--- config.mk ---
export PLATFORM = sky130hd
export DESIGN_NAME = hamm_sector_fix
export DESIGN_NICKNAME = d
export VERILOG_FILES = /design/src/rtl/ecc_fix_pkg.sv /design/src/rtl/ecc_code_pack.sv /design/src/rtl/ecc_syndrome_judge.sv /design/src/rtl/ecc_rmw_seq.sv /design/src/rtl/hamm_sector_fix.sv
export SDC_FILE = /design/constraint.sdc
export NUM_CORES = 1
export LEC_CHECK = 0
export ABC_AREA = 0
export BUFFER_PORTS_ARGS = -buffer_cell sky130_fd_sc_hd__buf_2
export CAP_MARGIN = 20
export CORE_MARGIN = 1
export CORE_UTILIZATION = 25
export CTS_BUF_LIST = sky130_fd_sc_hd__clkbuf_4 sky130_fd_sc_hd__clkbuf_8
export CTS_CLUSTER_SIZE = 20
export DETAILED_ROUTE_END_ITERATION = 12
export GPL_TIMING_DRIVEN = 0
export PLACE_DENSITY = 0.47
export SLEW_MARGIN = 20
export SYNTH_ARGS = -nofsm -noshare
export SYNTH_HDL_FRONTEND = slang
export SYNTH_SLANG_ARGS = --single-unit
--- constraint.sdc ---
create_clock -name clk -period 2.67 [get_ports clk]
set_input_delay 0.4005 -clock clk [delete_from_list [all_inputs] [get_ports clk]]
set_output_delay 0.4005 -clock clk [all_outputs]
set_load 0.05 [all_outputs]
--- src/rtl/ecc_fix_pkg.sv ---
// Shared types for the sector ECC verdict block.
// Assumes a two-bit verdict encoding that is visible at the top-level port.
package ecc_fix_pkg;

    typedef enum logic [1:0] {
        V_CLEAN    = 2'd0,
        V_DATA_FIX = 2'd1,
        V_CODE_FIX = 2'd2,
        V_UNCORR   = 2'd3
    } verdict_e;

    typedef enum logic [1:0] {
        S_IDLE = 2'd0,
        S_RD   = 2'd1,
        S_WR   = 2'd2
    } rmw_state_e;

endpackage

--- src/rtl/ecc_code_pack.sv ---
// Folds the raw parity word into the stored code format.
// Each LANE_W-bit half of the raw word carries PAR_BITS parity bits at its
// bottom; the bits above them are reserved and dropped. The result is
// inverted so that all-zero parity (an erased sector) gives all ones.
module ecc_code_pack #(
    parameter int PAR_BITS = 12,
    parameter int LANE_W   = 16
) (
    input  logic [2*LANE_W-1:0]   raw_word,
    output logic [2*PAR_BITS-1:0] code
);
    localparam int RSV_W = LANE_W - PAR_BITS;

    // Reserved bits are dropped on purpose.
    logic [2*RSV_W-1:0] unused_rsvd;
    assign unused_rsvd = {raw_word[2*LANE_W-1:LANE_W+PAR_BITS],
                          raw_word[LANE_W-1:PAR_BITS]};

    // Per-bit fold and inversion of both parity lanes.
    for (genvar g = 0; g < PAR_BITS; g++) begin : g_bit
        assign code[g]            = ~raw_word[g];
        assign code[PAR_BITS + g] = ~raw_word[LANE_W + g];
    end
endmodule

--- src/rtl/ecc_syndrome_judge.sv ---
// Combinational verdict on the XOR of the calculated and stored codes.
// Assumes the upper half of the code is the complement of the lower half
// for a clean single data-bit error, with the byte offset above a 3-bit
// bit index in the upper half.
module ecc_syndrome_judge
    import ecc_fix_pkg::*;
#(
    parameter int PAR_BITS     = 12,
    parameter int SECTOR_BYTES = 512
) (
    input  logic [2*PAR_BITS-1:0] calc_code,
    input  logic [2*PAR_BITS-1:0] stored_code,
    output verdict_e              verdict,
    output logic [PAR_BITS-4:0]   offset,
    output logic [7:0]            mask
);
    localparam int CODE_W = 2 * PAR_BITS;

    logic [CODE_W-1:0]   diff;
    logic [PAR_BITS-1:0] halves_x;
    logic                pair_ok;
    logic                one_hot;
    logic                in_range;
    logic [2:0]          bit_idx;

    // Difference and its structural features.
    always_comb begin
        diff     = calc_code ^ stored_code;
        halves_x = diff[CODE_W-1:PAR_BITS] ^ diff[PAR_BITS-1:0];
        pair_ok  = &halves_x;
        one_hot  = (diff != '0) && ((diff & (diff - CODE_W'(1))) == '0);
        offset   = diff[CODE_W-1:PAR_BITS+3];
        bit_idx  = diff[PAR_BITS+2:PAR_BITS];
        in_range = 32'(offset) < 32'(SECTOR_BYTES);
    end

    // Verdict priority: clean, complementary pattern, lone flipped bit, rest.
    always_comb begin
        mask = 8'h00;
        if (diff == '0) begin
            verdict = V_CLEAN;
        end else if (pair_ok) begin
            if (in_range) begin
                verdict = V_DATA_FIX;
                mask    = 8'h01 << bit_idx;
            end else begin
                verdict = V_UNCORR;
            end
        end else if (one_hot) begin
            verdict = V_CODE_FIX;
        end else begin
            verdict = V_UNCORR;
        end
    end
endmodule

--- src/rtl/ecc_rmw_seq.sv ---
// Read-modify-write sequencer for a one-byte repair in sector RAM.
// Assumes the RAM returns read data one cycle after the read strobe.
// The sequence takes one read cycle and one write cycle, and fix_done
// follows the write by one cycle.
module ecc_rmw_seq
    import ecc_fix_pkg::*;
#(
    parameter int ADDR_W = 9
) (
    input  logic              clk,
    input  logic              rst_n,
    input  logic              go,
    input  logic [ADDR_W-1:0] addr_in,
    input  logic [7:0]        mask_in,
    input  logic [7:0]        ram_rdata,
    output logic              busy,
    output logic              ram_rd,
    output logic              ram_wr,
    output logic [ADDR_W-1:0] ram_addr,
    output logic [7:0]        ram_wdata,
    output logic              fix_done
);
    rmw_state_e        state;
    logic [ADDR_W-1:0] addr_q;
    logic [7:0]        mask_q;

    // State walk IDLE -> RD -> WR -> IDLE, with the target captured on go.
    always_ff @(posedge clk) begin
        if (!rst_n) begin
            state    <= S_IDLE;
            addr_q   <= '0;
            mask_q   <= '0;
            fix_done <= 1'b0;
        end else begin
            fix_done <= (state == S_WR);
            case (state)
                S_IDLE: if (go) begin
                    addr_q <= addr_in;
                    mask_q <= mask_in;
                    state  <= S_RD;
                end
                S_RD:    state <= S_WR;
                S_WR:    state <= S_IDLE;
                default: state <= S_IDLE;
            endcase
        end
    end

    // RAM strobes and the flipped write byte.
    always_comb begin
        busy      = (state != S_IDLE);
        ram_rd    = (state == S_RD);
        ram_wr    = (state == S_WR);
        ram_addr  = addr_q;
        ram_wdata = ram_rdata ^ mask_q;
    end
endmodule

--- src/rtl/hamm_sector_fix.sv ---
// Sector ECC verdict block: folds the raw parity word, compares it with
// the stored code, registers the verdict with a one-cycle done pulse, and
// can repair a single data bit in sector RAM.
// Assumes start is ignored while a repair is running.
module hamm_sector_fix
    import ecc_fix_pkg::*;
#(
    parameter int PAR_BITS     = 12,
    parameter int LANE_W       = 16,
    parameter int SECTOR_BYTES = 512
) (
    input  logic                  clk,
    input  logic                  rst_n,
    input  logic                  start,
    input  logic                  fix_en,
    input  logic [2*LANE_W-1:0]   calc_raw,
    input  logic [2*PAR_BITS-1:0] stored_code,
    output logic [2*PAR_BITS-1:0] calc_code,
    output logic                  done,
    output logic [1:0]            status,
    output logic [PAR_BITS-4:0]   err_offset,
    output logic [7:0]            err_mask,
    output logic                  busy,
    output logic                  ram_rd,
    output logic                  ram_wr,
    output logic [PAR_BITS-4:0]   ram_addr,
    output logic [7:0]            ram_wdata,
    input  logic [7:0]            ram_rdata,
    output logic                  fix_done
);
    localparam int OFF_W = PAR_BITS - 3;

    verdict_e         verdict;
    logic [OFF_W-1:0] judge_off;
    logic [7:0]       judge_mask;
    logic             accept;
    logic             go_fix;
    verdict_e         status_q;
    logic [OFF_W-1:0] off_q;
    logic [7:0]       mask_q;
    logic             done_q;

    ecc_code_pack #(.PAR_BITS(PAR_BITS), .LANE_W(LANE_W)) u_pack (
        .raw_word (calc_raw),
        .code     (calc_code)
    );

    ecc_syndrome_judge #(.PAR_BITS(PAR_BITS), .SECTOR_BYTES(SECTOR_BYTES)) u_judge (
        .calc_code   (calc_code),
        .stored_code (stored_code),
        .verdict     (verdict),
        .offset      (judge_off),
        .mask        (judge_mask)
    );

    // Start acceptance and the repair trigger.
    always_comb begin
        accept = start && !busy;
        go_fix = accept && fix_en && (verdict == V_DATA_FIX);
    end

    // Verdict registers, refreshed on each accepted start.
    always_ff @(posedge clk) begin
        if (!rst_n) begin
            done_q   <= 1'b0;
            status_q <= V_CLEAN;
            off_q    <= '0;
            mask_q   <= '0;
        end else begin
            done_q <= accept;
            if (accept) begin
                status_q <= verdict;
                off_q    <= judge_off;
                mask_q   <= judge_mask;
            end
        end
    end

    ecc_rmw_seq #(.ADDR_W(OFF_W)) u_rmw (
        .clk       (clk),
        .rst_n     (rst_n),
        .go        (go_fix),
        .addr_in   (judge_off),
        .mask_in   (judge_mask),
        .ram_rdata (ram_rdata),
        .busy      (busy),
        .ram_rd    (ram_rd),
        .ram_wr    (ram_wr),
        .ram_addr  (ram_addr),
        .ram_wdata (ram_wdata),
        .fix_done  (fix_done)
    );

    // Output drive from the verdict registers.
    always_comb begin
        done       = done_q;
        status     = status_q;
        err_offset = off_q;
        err_mask   = mask_q;
    end
endmodule

==> metrics, run 1 <==
mux share of post-synthesis cell area 0.0417; delay-heaviest family, CP simple AND/OR/NAND/NOR gates; Post-Synth XOR/XNOR Area 0.231; Site Rows 35; syn_area_per_cell ~8.4 µm²; Finish-stage setup viols 0; clk root buf clkbuf_8; crit path buf inv count 2; Compound-Gate Fraction of Synth Area 0.0943; area of the multi-input gates 0.00146 mm²; GP Congestion 0.825; DIE AREA 0.0100 mm²; DR DRC count 0; CORE AREA roughly 0.0093 mm²; Hold Crit Depth 3; clock slew at reported path FFs 0.08 ns; Initial Util 0.259; R2R setup slack 0.63 ns; top-level I/O count 133; clock period minus worst slack ~2.3 ns; DP Cell Count 539; most frequent cells in the layout buf_2 (125), nand2_1 (50), dfxtp_1 (40); Routed Antenna Nets 0; initial antenna violation count 0; Pleak 0.00165 µW; Global Route Usage Sum 0.134; layout filler cell count 1030; CP max FO 10; Non-Filler Instances 547; Via Count 2323; n_diodes 0; Synth warnings 0; share of flip-flops with an asynchronous set or reset 0; final worst-path cycle share 0.878; Peak VDD IR 0.290 mV; Worst Hold Slack 0.366 ns; Cell Area, Placed 0.00318 mm²; setup TNS after final layout 0 ns; fin. max-slew vios 0; count of cell types in the netlist 40; Critical Path Sink u_rmw.mask_q[1]; share of cells above drive strength 1 0.368; Routed WL 6.54 mm; Synth Area in Simple Gates 0.230; FMAX around 0.43 GHz; 1st-iter DRT viols 32; Hold Crit Class primary input to flip-flop; number of global-route vias before repair 2116; worst r2r path cells 7; Reg-to-Reg Start u_rmw.state[1]; Die W 100 µm; pre-CTS setup slack 0.00737 ns; Final Skew 0.00922 ns; largest net degree at the start of global routing 14; Avg Vias per Cell 4.25; number of synthesized flops with an enable pin 0; Startpoint Class primary input; Critical Path Max Stage Delay 0.54 ns; unrepaired setup endpoints after global routing false; sequential share of the synthesized area 0.334; Worst R2R End status[0]; CTS buffer count 5; TritonCTS clock tree done; register area 801 µm²; Synth Area in Adders 0.0125; final hold viol count 0; cts repair resizes 0; port bufs around 120; commonest non-fill, non-tap cell in the layout buf_2; main flop type after synthesis dfxtp_1; area grow syn2layout 37.6%; net count reported at finish 485; Crit. path cell count 9; Power Density 494 mW/mm²; Slew HR 0.521; cell area after synthesis 0.00240 mm²; Gate Count Post-Synth about 290; largest family of logic cells by synthesized area XOR/XNOR gates; Worst-Margin Slew 0.712 ns; Pre-antenna DRT Iters 4; register bit total from synthesis 40; Clock Sinks 40; Max-cap violations 0; wire per inst 11.9 µm; CP arrival 2.57 ns; cts hold-fix bufs 0; Crit. End Element flip-flop; chip height 100 µm; Clock Latency Late Sink 0.29 ns; dpl hpwl approximately 5.4 mm; post-route cell area 0.00330 mm²; Max clock buf depth 2; # Post-CTS Setup Buffers 0; final setup margin roughly 0.33 ns; Setup crit start calc_raw[18]; grt total ovfl 0; first-pass GRT wire length between 10 and 15 mm; crit path cell chain buf_2, xor2_1, xnor2_1, nand4_1, nor4_4, nand3_2, buf_6, or3_1, a21oi_1; CTS H-tree lvls 2; status finished, final reports clean; Req. time, crit path ~2.9 ns; Syn Nets 354; cell at the slowest stage of the critical path xor2_1; CP Class primary input to flip-flop
## layer usage
metal / up-vias / global-route usage / wire, µm
li1: 1210 / - / -
met1: 1013 / 0.170 / 3040
met2: 93 / 0.231 / 3030
met3: 7 / 0.0286 / 388
met4: 0 / 0.0346 / 70
met5: - / 0 / 0
## through the flow
step	utilization	total power [µW]
6_report	0.356	1630
3_5_place_dp	0.343	1130
2_1_floorplan	-	970
3_3_place_gp	0.343	1120
5_1_grt	0.356	1720
4_1_cts	0.356	1650
## worst register-to-register path, delay by kind of cell, from the launching register on
kind,cells,cell delay (ns)
compound gates,2,0.63
flops,1,0.34
simple gates,5,0.95
## power by group
group          switching, µW  leakage, µW  internal, µW  total, µW
Combinational            335      0.00127           157        492
Clock                    219    0.0000614           306        525
Sequential              6.54     0.000325           609        615
Total                    561      0.00165          1070       1630
## cell usage after synthesis (2+ instances only)
cell,count,area [µm²]
o21ai_0,5,25.0
mux2i_1,10,100
nand4_1,6,37.5
or3_1,10,62.6
nand2_1,50,188
nor3_1,5,25.0
o21ai_1,8,40.0
nand2b_1,2,12.5
dfxtp_1,40,801
xor2_1,20,175
xnor2_1,13,114
xnor2_2,13,211
and2_1,3,18.8
nand3_1,5,25.0
maj3_1,3,30.0
nor2_1,15,56.3
clkbuf_1,2,7.51
or2_1,2,12.5
o21a_1,2,15.0
a211oi_1,2,15.0
o31ai_1,2,15.0
inv_1,27,101
nor2b_1,2,12.5
xnor2_4,2,55.1
nor4_1,6,37.5
a21oi_1,17,85.1
## worst min-delay path by stage
stage / start / endpoint / slack [ns]
2_1_floorplan: u_rmw.mask_q[1] / u_rmw.mask_q[1] / 0.44
3_3_place_gp: err_offset[8] / err_offset[8] / 0.44
3_5_place_dp: err_mask[2] / err_mask[2] / 0.45
4_1_cts: fix_en / u_rmw.state[0] / 0.36
5_1_grt: fix_en / u_rmw.state[0] / 0.38
6_report: fix_en / u_rmw.state[0] / 0.37
## cells by family (layout without fill, tap and decap cells)
group           count (synthesis)  in the layout
simple gates                  111            111
xor+xnor                       48             48
compound gates                 40             40
flops                          40             40
buf+inv                        34            166
mux                            10             10
fa+ha+maj                       3              3
## state kept, by name, summed over array words and instances (netlist names)
| register | count |
|---|---|
| err_offset | 9 |
| u_rmw.mask_q | 8 |
| u_rmw.fix_done | 1 |
| u_rmw.ram_addr | 9 |
| u_rmw.state | 2 |
| err_mask | 8 |
| status | 2 |
| done | 1 |
## cell type report
| class | instances | area share |
|---|---|---|
| buffer | 5 | 0.00833 |
| clock buffer | 6 | 0.0250 |
| clock inverter | 2 | 0.0117 |
| inverter | 29 | 0.0329 |
| multi-input combinational | 212 | 0.443 |
| sequential | 40 | 0.242 |
| tap | 129 | 0.0488 |
| timing repair buffer | 124 | 0.188 |
Note: power is estimated with default switching activity, not from simulation.
==> run 2, diff against run 1 <==
--- a/config.mk
+++ b/config.mk
@@ -8,7 +8,7 @@
 export ABC_AREA = 0
 export BUFFER_PORTS_ARGS = -buffer_cell sky130_fd_sc_hd__buf_2
 export CAP_MARGIN = 20
-export CORE_MARGIN = 1
+export CORE_MARGIN = 4
 export CORE_UTILIZATION = 25
 export CTS_BUF_LIST = sky130_fd_sc_hd__clkbuf_4 sky130_fd_sc_hd__clkbuf_8
 export CTS_CLUSTER_SIZE = 20
@@ -18,4 +18,5 @@
 export SLEW_MARGIN = 20
 export SYNTH_ARGS = -nofsm -noshare
 export SYNTH_HDL_FRONTEND = slang
+export SYNTH_HIERARCHICAL = 1
 export SYNTH_SLANG_ARGS = --single-unit
==> run 2 against run 1 <==
  * The flow now finishes with violations (setup timing)
  * Highest routed layer unchanged
  * Clock skew is essentially flat
  * Global-route usage shrank 1.1 points
  * Area after synthesis grew 3.5%
  * Utilization grew 2.4 points
  * Final area grew 12%
  * Cell count grew 5.5%
  * Clock power shrank 5.0%
==> metrics, run 2 <==
status finished, violations left; failing checks setup timing; Routed Antenna Nets 0; Req. time, crit path 2.89 ns; Flop pwr share 0.379; final hold viol count 0; Hold Crit Class primary input to flip-flop; Max clock buf depth 2; grt total ovfl 0; uppermost layer routed met4; cell at the slowest stage of the critical path or4_4; Pre-antenna DRT Iters 4; cts hold-fix bufs 0; register area 801 µm²; Clock Sinks 40; Pint about 1100 µW; fin. max-slew vios 0; FMAX 0.317 GHz; Power Density 441 mW/mm²; DIE AREA ~0.012 mm²; share of flip-flops with an asynchronous set or reset 0; main flop type after synthesis dfxtp_1; Via Count approximately 2500; share of cells above drive strength 1 0.412; first-pass GRT wire length about 12 mm; most frequent cells in the layout buf_2 (126), nand2_1 (79), dfxtp_1 (40); n_diodes 0; wire per inst 12.8 µm; net count reported at finish 511; commonest non-fill, non-tap cell in the layout buf_2; Clock Latency Late Sink 0.29 ns; WL met1 3.28 mm; Peak VDD IR 0.202 mV; Setup crit start calc_raw[19]; TritonCTS clock tree done; number of synthesized flops with an enable pin 0; area share of the largest cell type after synthesis 0.322; initial antenna violation count 0; dominant cell type by area after synthesis dfxtp_1; Startpoint Class primary input; Gate Count Post-Synth 301; logic gate share of total power 0.316; CTS buffer count 5; Slew HR 0.559; CP max FO 5; most instantiated cells after synthesis nand2_1 (79), dfxtp_1 (40), mux2i_1 (36); Cell Area, Placed about 0.0033 mm²; Routed WL 7.38 mm; Initial Util 0.256; chip height ~110 µm; Max-cap violations 0; final setup margin -0.488 ns; min-delay src rst_n; number of global-route vias before repair 2377; syn_area_per_cell 8.26 µm²; metal3 WL roughly 470 µm; synth top area cells dfxtp_1 (32%), mux2i_1 (14%), nand2_1 (12%); DR WL met2 roughly 3.6 mm; layout filler cell count 1031; Finish-stage setup viols 18; CORE AREA 0.00973 mm²; Reg-to-Reg Start u_rmw/state[1]; clock period minus worst slack between 3 and 4 ns; 1st-iter DRT viols slightly below 80; CP arrival 3.38 ns; clock slew at reported path FFs 0.09 ns; port bufs 123; CTS H-tree lvls 2; crit path cell chain buf_6, clkinvlp_4, xor2_4, or4_4, or4_4, or3_4, o21bai_4, nor4_2, a21boi_1, and4b_1, nor3b_4, buf_6, clkbuf_16, mux2i_1; Die W approximately 110 µm; Final Skew 0.00903 ns; largest net degree at the start of global routing 14; area grow syn2layout 48.8%; GP Congestion 0.783; count of cell types in the netlist 43; Avg Vias per Cell 4.30; cell with the most instances after synthesis nand2_1; unrepaired setup endpoints after global routing true; register bit total from synthesis 40; area of the multi-input gates 0.00164 mm²; Site Rows 36; sequential share of the synthesized area 0.322; Global Route Usage Sum 0.124; Worst Hold Slack 0.388 ns; cell area after synthesis 0.00249 mm²; Crit. End Element flip-flop; Synth warnings 6; Critical Path Max Stage Delay ~0.53 ns; post-route cell area about 0.0037 mm²; crit path buf inv count 4; Pleak ~0.0017 µW; top-level I/O count between 100 and 150; delay-heaviest family, CP simple AND/OR/NAND/NOR gates; Psw 567 µW; Syn Nets 369; clk root buf clkbuf_8; Net Sw Frac 0.348; CP Class primary input to flip-flop; Worst-Margin Slew 0.659 ns; DR DRC count 0; final worst-path cycle share 1.18; clock share of power 0.306; dpl hpwl 5.92 mm
[run 2: cell types whose count changed in the layout (fill, tap and decap cells not counted), sizes merged, moves of 3 or more]
cell      previous run  this run
inv                 28        20
maj3                 3         0
mux2i               10        36
nor2                15         8
o21ai               13         3
or3                 10         4
buf                127       146
a21oi               17         2
xnor2               28        23
nand2               50        79
nor4                 7         2
nand3                6         2
clkinvlp             0         7
xor2                20        24
[run 2: layout make-up]
class	instances	share of cell area
Tap cell	133	0.0450
Timing Repair Buffer	135	0.204
Clock buffer	5	0.0186
Clock inverter	3	0.0115
Buffer	12	0.0287
Inverter	26	0.0325
Multi-Input combinational cell	223	0.443
Sequential cell	40	0.216
[run 2: worst reg2reg max path, delay by kind of cell, from the launching register on]
| kind | cells | cell delay (ns) |
|---|---|---|
| buffers and inverters | 2 | 0.30 |
| DFF | 1 | 0.35 |
| muxes | 1 | 0.16 |
| and+or+nand+nor | 4 | 0.92 |
[run 2: worst paths after layout]
check,end,slack (ns),cells past startpoint
setup reg to reg,u_rmw/mask_q[2],0.86,7
hold reg to reg,u_rmw/ram_addr[3],0.46,2
setup / recovery,u_rmw/mask_q[2],-0.49,14
hold / removal,err_offset[4],0.39,3
[run 2: per-layer routing]
layer  GRT usage  vias to the layer above
met5           0                        -
met4      0.0280                        0
met3      0.0216                        7
met2       0.215                       84
met1       0.158                     1125
li1            -                     1263
[run 2: per-stage QoR]
| stage | std cells | setup WS [ns] | util | total power (µW) | TNS [ns] |
|---|---|---|---|---|---|
| final | 577 | -0.488 | 0.380 | 1630 | -8.45 |
| after global placement | 557 | -0.961 | 0.341 | 1110 | -16.38 |
| after detailed placement | 557 | -1.01 | 0.341 | 1120 | -16.93 |
| after CTS | 574 | -0.476 | 0.369 | 1640 | -8.25 |
| after global routing | 577 | -0.613 | 0.380 | 1710 | -10.59 |
| after floorplan | 301 | -0.765 | - | 973 | -12.83 |
[run 2: logic make-up (layout without fill, tap and decap cells)]
group	count (synthesis)	count (layout)	share of synthesized area
AND/OR/NAND/NOR	118	118	0.217
XOR/XNOR	47	47	0.169
AO/OA/AOI/OAI	22	22	0.0654
multiplexers	36	36	0.145
buffers and inverters	38	181	0.0820
flip-flops	40	40	0.322
[run 2: what timing repair did]
item                                   4_1_cts  5_1_grt
cloned                                       0        1
pin swaps                                    5        3
setup endpoints to repair                   19       19
gates resized for setup                     12        9
endpoints found under the hold margin        0        0
setup buffers                                9        2
[run 2: power groups by stage]
stage               Sequential (µW)  Clock (µW)  Combinational (µW)
global placement                632           0                 481
CTS                             618         515                 506
detailed placement              632           0                 484
finish                          618         499                 515
global route                    619         533                 557
floorplan                       680           0                 293
==> run 3, diff against run 2 <==
--- a/config.mk
+++ b/config.mk
@@ -15,7 +15,8 @@
 export DETAILED_ROUTE_END_ITERATION = 12
 export GPL_TIMING_DRIVEN = 0
 export PLACE_DENSITY = 0.47
-export SLEW_MARGIN = 20
+export SETUP_SLACK_MARGIN = 0.2
+export SLEW_MARGIN = 30
 export SYNTH_ARGS = -nofsm -noshare
 export SYNTH_HDL_FRONTEND = slang
 export SYNTH_HIERARCHICAL = 1
==> run 3 against run 2 <==
  * The run still ends with setup timing left
  * Utilization rose by 0.10 points
  * Total power is essentially flat
  * Fmax is 0.16% higher
  * Die area did not move
  * Clock-buffer cell count stayed put
  * Sequential cell count unchanged
  * Global-route usage about the same
  * Via count about the same
==> metrics, run 3 (synthesis results as in run 2) <==
TritonCTS clock tree done; top-level I/O count 133; clk root buf clkbuf_8; cell at the slowest stage of the critical path or4_4; CP Class primary input to flip-flop; crit path buf inv count 4; share of cells above drive strength 1 0.417; CP arrival 3.37 ns; Peak VDD IR just over 0.2 mV; Routed Antenna Nets 0; Setup crit start calc_raw[19]; Clock Latency Late Sink 0.29 ns; most frequent cells in the layout buf_2 (126), nand2_1 (78), dfxtp_1 (40); Non-Filler Instances between 500 and 600; area of the multi-input gates 0.00165 mm²; CORE AREA 0.00973 mm²; 1st-iter DRT viols 89; Site Rows 36; net count reported at finish roughly 510; Req. time, crit path 2.89 ns; clock period minus worst slack around 3.2 ns; CTS buffer count 5; Max clock buf depth 2; largest net degree at the start of global routing 14; Worst-Margin Slew 0.592 ns; Clock Sinks 40; register area roughly 800 µm²; Pre-antenna DRT Iters 4; area grow syn2layout 49.2%; fin. max-slew vios 0; Pleak 0.00173 µW; final hold viol count 0; first-pass GRT wire length 11.6 mm; final worst-path cycle share 1.18; Initial Util 0.256; number of global-route vias before repair between 2000 and 2500; R2R setup slack slightly below 0.9 ns; Final Skew 0.00951 ns; FMAX 0.317 GHz; Final Util 0.381; Max-cap violations 0; Reg-to-Reg Start u_rmw/state[1]; CP max FO 5; chip height approximately 110 µm; failing checks setup timing; unrepaired setup endpoints after global routing true; Routed WL 7.38 mm; grt total ovfl 0; Global Route Usage Sum 0.124; wire per inst 12.8 µm; clock slew at reported path FFs about 0.090 ns; Startpoint Class primary input; Worst Hold Slack 0.392 ns; Via Count 2481; delay-heaviest family, CP simple AND/OR/NAND/NOR gates; Power Density 440 mW/mm²; port bufs 123; Critical Path Max Stage Delay 0.53 ns; crit path cell chain buf_6, clkinvlp_4, xor2_4, or4_4, or4_4, or3_4, o21bai_4, nor4_2, a21boi_1, and4b_1, nor3b_4, buf_6, clkbuf_16, mux2i_1; GP Congestion 0.783; cts hold-fix bufs 0; DIE AREA 0.0116 mm²; Finish-stage setup viols 18; Pwr Total roughly 1600 µW; Avg Vias per Cell around 4.3; layout filler cell count 1029; n_diodes 0; pre-CTS setup slack -1.01 ns; Die W 108 µm; initial antenna violation count 0; final setup margin -0.483 ns; min-delay src rst_n; CTS H-tree lvls 2; DP Cell Count 557; commonest non-fill, non-tap cell in the layout buf_2; status finished, violations left; DR DRC count 0; Slew HR 0.604; Crit. End Element flip-flop; Hold Crit Class primary input to flip-flop; dpl hpwl ~6 mm
-- run 3: worst register-to-register path: cells and delay by family (launching register included) --
family        cells  cell delay [ns]
mux               1             0.16
simple gates      4             0.92
buf+inv           2             0.30
flops             1             0.35
-- run 3: per-layer routing --
metal	GRT usage	routed length, µm	share of wire
met5	0	0	0
met4	0.0280	72	0.0098
met3	0.0216	438	0.059
met2	0.216	3580	0.49
met1	0.158	3290	0.45
-- run 3: final timing paths --
check                                         end  cells past startpoint
worst max register to register    u_rmw/mask_q[2]                      7
worst min-delay path                err_offset[4]                      3
worst max-delay path              u_rmw/mask_q[2]                     14
worst min register to register  u_rmw/ram_addr[3]                      2
-- run 3: through the flow --
step	TNS [ns]	instance area, µm²
final	-8.33	3710
after global routing	-10.49	3710
after CTS	-8.18	3600
after detailed placement	-16.93	3320
after global placement	-16.38	3320
after floorplan	-12.83	2530
-- run 3: power breakdown --
| group | switching (µW) | internal, µW | leakage [µW] | total, µW |
|---|---|---|---|---|
| combinational | 339 | 178 | 0.00135 | 516 |
| clock | 221 | 277 | 0.0000541 | 498 |
| sequential | 7.39 | 610 | 0.000325 | 618 |
-- run 3: layout make-up --
| type | instances | share of cell area |
|---|---|---|
| multi-input cells | 223 | 0.445 |
| flip-flops and latches | 40 | 0.216 |
| repair buffers | 135 | 0.203 |
| well taps | 133 | 0.0449 |
| inverters | 26 | 0.0324 |
| plain buffers | 12 | 0.0287 |
| clock buffers | 5 | 0.0185 |
| clock inverters | 3 | 0.0115 |
-- run 3: what timing repair did --
action | in CTS | in global routing
resized for setup | 14 | 10
setup buffers | 10 | 1
endpoints found under the setup margin | 19 | 26
gates cloned | 0 | 1
pin swaps | 5 | 2
